### src/rtl/fault_readout.sv
module fault_readout #(
  parameter int N_CH  = 5,
  parameter int CNT_W = 4
) (
  input  logic             clk,
  input  logic             rst_n,
  input  logic [1:0]       tens_addr,
  input  logic [3:0]       units_addr,
  input  logic             lamp_test,
  input  logic             self_test,
  input  logic [N_CH-1:0]  diag_err,
  input  logic             err_reset,
  input  logic             disp_reset,
  output logic [6:0]       seg_tens,
  output logic [6:0]       seg_units,
  output logic             mux_card_led,
  output logic [CNT_W-1:0] err_count
);
  localparam logic [CNT_W-1:0] CNT_MAX = '1;
  localparam logic [6:0] SEG_ALL  = 7'h7F;
  localparam logic [6:0] SEG_ZERO = 7'h3F;
  localparam logic [6:0] SEG_TWO  = 7'h5B;

  function automatic logic [6:0] bcd2seg(input logic [3:0] v);
    case (v)
      4'd0: bcd2seg = 7'h3F;
      4'd1: bcd2seg = 7'h06;
      4'd2: bcd2seg = 7'h5B;
      4'd3: bcd2seg = 7'h4F;
      4'd4: bcd2seg = 7'h66;
      4'd5: bcd2seg = 7'h6D;
      4'd6: bcd2seg = 7'h7D;
      4'd7: bcd2seg = 7'h07;
      4'd8: bcd2seg = 7'h7F;
      4'd9: bcd2seg = 7'h6F;
      default: bcd2seg = 7'h00;
    endcase
  endfunction

  logic err_q;
  logic [CNT_W-1:0] cnt_q;
  logic any_err, clr;

  assign any_err = |diag_err;
  assign clr     = err_reset | disp_reset;

  always_ff @(posedge clk or negedge rst_n) begin
    if (!rst_n) begin
      err_q <= 1'b0;
      cnt_q <= '0;
    end else if (clr) begin
      err_q <= 1'b0;
      cnt_q <= '0;
    end else if (any_err) begin
      err_q <= 1'b1;
      if (cnt_q != CNT_MAX) cnt_q <= cnt_q + 1'b1;
    end
  end

  logic blank_in;
  assign blank_in = self_test;

  always_comb begin
    if (lamp_test) begin
      seg_tens  = SEG_ALL;
      seg_units = SEG_ALL;
    end else if (blank_in) begin
      seg_tens  = SEG_ZERO;
      seg_units = SEG_ZERO;
    end else if (err_q) begin
      seg_tens  = SEG_TWO;
      seg_units = SEG_TWO;
    end else begin
      seg_tens  = bcd2seg({2'b00, tens_addr});
      seg_units = bcd2seg(units_addr);
    end
  end

  assign mux_card_led = err_q;
  assign err_count    = cnt_q;
endmodule


### config.mk
export PLATFORM = sky130hd
export DESIGN_NAME = fault_readout
export DESIGN_NICKNAME = d
export VERILOG_FILES = /design/src/rtl/fault_readout.sv
export SDC_FILE = /design/constraint.sdc
export NUM_CORES = 1
export LEC_CHECK = 0
export CAP_MARGIN = 10
export CORE_AREA = 2 2 39 41
export DETAILED_ROUTE_END_ITERATION = 6
export DIE_AREA = 0 0 41 43
export DONT_BUFFER_PORTS = 1
export GPL_ROUTABILITY_DRIVEN = 0
export MAX_ROUTING_LAYER = met4
export SLEW_MARGIN = 10
export SYNTH_ARGS = -nofsm -noshare
export SYNTH_HDL_FRONTEND = slang
export SYNTH_SLANG_ARGS = --single-unit
### constraint.sdc
create_clock -name clk -period 3.72 [get_ports clk]
set_input_delay 0.186 -clock clk [delete_from_list [all_inputs] [get_ports clk]]
set_output_delay 0.186 -clock clk [all_outputs]
set_load 0.1 [all_outputs]
Word level (Yosys, flattened, before mapping)
Memories as Yosys holds them, arrays and structs flattened.
Index checks and enable logic that the tools add are counted.

storage, ports and cells
  register bits after elaboration = 5
  memory bits (read-only) = 112
  output and inout bits = 19
  word-level logic and storage cells = 26
  memories = 1

cells by class
  $add $sub $neg = 1
  equal/unequal tests = 4
  mux-type cells = 12
  bitwise operators = 1
  reduce and logical (&&, ||, !) cells = 5

memories
  name              depth  bits a word  read ports  clocked after memory_dff  wr ports  RTL line  text
  (name not given)  16     7            1           0                         0         25        case (v)

operators by type and width
  cell                                                                    count
  7-bit 2-to-1 mux                                                        6
  7-bit case mux with 4 select lines                                      1
  4-bit 2-to-1 mux                                                        3
  5-bit OR reduction                                                      1
  4-bit by 1-bit adder with 4-bit output (second input constant)          1
  2-bit equality test (second input constant)                             2
  4-bit != test (second input constant)                                   1
  2-bit nonzero test                                                      2
  2-bit by 1-bit equality test with 1-bit output (second input constant)  1
  2-bit zero test                                                         1
  1-bit 2-to-1 mux                                                        2
  2-bit AND reduction                                                     1
  1-bit OR                                                                1

Longest topological paths before layout
  depth in word-level cells = 5
  mapped depth = 6
  depth with buffers taken out = 6

Worst setup path after synthesis
OpenSTA, ideal clock, no wires.

  path kind = register -> output
  start point = register err_q, in the netlist mux_card_led
  end point = output seg_tens[5]
  arrival time = 3.314 ns
  data required time = 3.534 ns
  setup slack = 0.220 ns
  stages on the path, launching flop included = 3
  buffers on the path = 1
  path through = dfrtp_1 clkbuf_1 o31ai_1

between the ends
  cells in the longest elaborated chain, start to end = 3

ends and longest elaborated chain
  item                      RTL line  text
  start: declaration        40        logic err_q;
  start signal: assignment  49        err_q <= 1'b0;
  start signal: assignment  52        err_q <= 1'b0;
  start signal: assignment  55        err_q <= 1'b1;
  7-bit 2-to-1 mux          70        end else if (err_q) begin
  7-bit 2-to-1 mux          67        end else if (blank_in) begin
  7-bit 2-to-1 mux          64        if (lamp_test) begin
  end: declaration          14        output logic [6:0] seg_tens,

Every way passes these cells.

Worst setup path in the final report
  start point = register cnt_q[2], in the netlist err_count[2]
  end point = register cnt_q[3], in the netlist err_count[3]

between the ends
  cells in the longest elaborated chain, start to end = 4
  elaborated cells between the ends (all ways) = 7

ends and longest elaborated chain
  item                                    RTL line  text
  start: declaration                      41        logic [CNT_W-1:0] cnt_q;
  start signal: assignment                56        if (cnt_q != CNT_MAX) cnt_q <= cnt_q + 1'b1;
  4-bit by 1-bit adder with 4-bit output  56
  4-bit 2-to-1 mux                        56
  4-bit 2-to-1 mux                        54        end else if (any_err) begin
  4-bit 2-to-1 mux                        51        end else if (clr) begin

Parallel ways exist; a longest one is shown, timed or not. The select of a mux whose other input is x is not followed.
A chain may end at the register's enable or synchronous reset.

==> results.py <==
metrics = {
    "logic_synthesis": {
        "synth_area_um2": 557,
        "syn_avg_cell_area_um2": 8.07,
        "synth_cell_types": 29,
        "ys_seq_elements": 5,
        "synth_compound_area_share_pct": 25.4,
        "yosys.area.top_type": "dfrtp_1",
        "synth_top_area_share_pct": 22.5,
        "muxShareOfSynthArea_pct": 1.80,
        "synthSimpleGateAreaFrac_pct": 22.7,
        "synth_nets": 93,
        "synth_top_family_by_area": "compound AO/OA/AOI/OAI gates",
        "synth_area_leaders": "dfrtp_1, ha_1, nor3_1, a21oi_1, o21ai_0",
        "syn_inst": 69,
        "ys_seq_area_share_pct": 22.5,
        "yosys.area_share.adder_pct": 15.7,
        "synth_warnings": 0,
        "synthXorXnorAreaFrac_pct": 3.15,
    },
    "sta": {
        "drv_slew": 0,
        "worst_slack_ns": 1.34,
        "finalClockSkew_ns": 0.00312,
        "fin_crit_ns": 2.38,
        "rsz0062_at_grt": "false",
        "setup_viol_count_final": 0,
        "relSlewSlack_pct": 27.2,
        "fin_setup_tns_ns": 0,
        "fin_crit_sh_pct": 63.9,
        "final_hold_viol_count": 0,
        "worstMarginPinSlew_ns": 1.09,
        "max_freq_mhz": 421,
        "whs_ns": 0.00659,
    },
    "clock_tree": {
        "cts.hold.buffers_added": 4,
        "insertion_delay_ns": 0.25,
        "cts_setup_buffers": 0,
        "cts_resized": 0,
        "h-tree-depth": 1,
        "cts_buffers": 3,
        "root_buffer": "clkbuf_4",
        "clock_path_buffers": 2,
        "cts_tree": "yes",
        "clock-sinks": 5,
        "clk_pin_slew_ns": 0.04,
    },
    "placement": {
        "post-dp-hpwl_um": 954,
        "placed_cells": 87,
        "portBuffers": 0,
        "pre_cts_slack_ns": 1.87,
        "placed_area_um2": 637,
    },
    "worst_hold_path": {
        "hp-class": "in -> reg",
        "hold_start": "err_reset",
        "whs_path_depth": 1,
        "whs_endpoint": "mux_card_led",
    },
    "final_layout": {
        "final_core_util_pct": 50.8,
        "diodes": 0,
        "area_delta_synth_final_pct": 26.3,
        "final_nets": 104,
        "finalNonFillerCells": 95,
        "drive_gt1_share_pct": 26.6,
        "fin_area_um2": 703,
    },
    "drt": {
        "via_count": 527,
        "dr.first_iter.drc_count": 10,
        "wl_met2_um": 572,
        "met3WireLength_um": 133,
        "routedWlPerCell_um": 12.8,
        "vias_per_cell": 5.55,
        "highest_layer": "met3",
        "final_antenna_net_count": 0,
        "m1WireLength_um": 511,
        "wirelength_um": 1220,
        "remaining_drc_errors": 0,
        "drtPass1Iterations": 4,
    },
    "floorplanning": {
        "die_h_um": 43,
        "start_util_pct": 40.2,
        "rows": 14,
        "io_pins": 36,
        "die_x_um": 41,
        "dieArea_um2": 1760,
        "coreArea_um2": 1380,
    },
    "setup_path": {
        "cp_cell_sequence": "o2111ai_2 -> a2111oi_2 -> dlygate4sd3_1",
        "reg2reg_from": "err_count[2]",
        "worst-r2r-cell-count": 3,
        "cp.required_ns": 3.90,
        "critPathCaptureType": "flop",
        "rr_endpoint": "err_count[3]",
        "r2r_setup_slack_ns": 1.34,
        "worst-setup-path-type": "reg -> reg",
        "crit_fanout": 4,
        "cp-start-kind": "flop",
        "worstPathArrival_ns": 2.56,
        "cp_slowest_stage_delay_ns": 0.98,
        "slowest_stage": "dfrtp_1",
    },
    "global_route": {
        "grt_max_degree": 11,
        "grt_pass1_vias": 390,
        "grt_usage_pct": 14.5,
        "grt_pass1_wl_um": 1680,
        "grt_antenna_before_repair": 0,
        "overflow": 0,
    },
    "outcome": {
        "status": "complete, no violations",
    },
    "power_and_ir_drop": {
        "peakVddDrop_mv": 0.174,
        "powerDensity_nw_per_um2": 325,
        "p_total_uw": 229,
        "leakage_nw": 0.289,
    },
    "run": {
        "cap_viol_max_count": 0,
    },
}
-- worst max-delay path by stage --
stage / from / endpoint / slack (ns)
after floorplan: mux_card_led / seg_tens[5] / 0.22
after CTS: err_count[2] / err_count[3] / 1.42
final: err_count[2] / err_count[3] / 1.34
after global routing: err_count[2] / err_count[3] / 1.31
after global placement: self_test / seg_units[4] / 1.88
after detailed placement: self_test / seg_units[4] / 1.87
-- per-layer routing --
layer,vias to the layer above,GRT usage [%]
li1,264,-
met1,239,17.2
met2,24,21.3
met3,0,8.90
met4,0,2.00
met5,-,-
-- placed cells by master (no fill, tap or decap), types with 4 or more instances in the layout --
| cell type | n |
|---|---|
| nor3_1 | 7 |
| ha_1 | 7 |
| inv_1 | 6 |
| buf_4 | 6 |
| a21oi_1 | 5 |
| dfrtp_1 | 5 |
| nor2_1 | 4 |
| o21ai_2 | 4 |
| dlygate4sd3_1 | 4 |
-- critical path, delay by kind of cell, from the launching register on --
kind,cells,cell delay [ns]
buffers and inverters,1,0.61
flip-flops,1,0.98
AO/OA/AOI/OAI,2,0.72
-- cells by family (layout without fill, tap and decap cells) --
| logic type | count (synthesis) | after routing |
|---|---|---|
| DFF | 5 | 5 |
| AOI/OAI and AO/OA | 20 | 20 |
| xor gates and xnor gates | 2 | 2 |
| buffers and inverters | 10 | 20 |
| muxes | 1 | 1 |
| and+or+nand+nor | 23 | 23 |
| adders and majority gates | 7 | 7 |
| other | 1 | 1 |
-- power breakdown --
part           switching, mW  leakage (nW)  internal (mW)
Clock                 0.0226        0.0150         0.0406
Sequential          0.000916        0.0678         0.0562
Combinational         0.0887         0.206         0.0196
Total                  0.112         0.289          0.116
-- final cells by class --
type	instances	area (µm²)
fill	126	681
sequential	5	125
clock buffer	4	26.3
timing repair buffer	10	85.1
multi-input combinational	54	424
tap	16	20.0
inverter	6	22.5
-- cell usage after synthesis --
cell type  count
inv_1          6
dfrtp_1        5
buf_4          2
o21ai_2        1
a211oi_1       1
a21oi_1        5
xor2_1         2
nand3_1        3
o2111ai_2      1
nand3b_1       1
a2111oi_1      1
o21ai_0        5
nor3_1         7
or4_1          1
nor2b_1        1
clkbuf_1       2
nand2b_1       3
ha_1           7
conb_1         1
o31ai_1        1
mux2i_1        1
o21ai_1        1
a2111oi_2      1
a21o_1         1
or4_4          1
nand2_1        1
nor2_1         4
o21bai_1       2
or2_2          1
-- sequential cells by signal, summed over array words and instances (netlist names) --
register / count
err_count: 4
mux_card_led: 1
No activity file was read; power rests on OpenSTA's default activity.
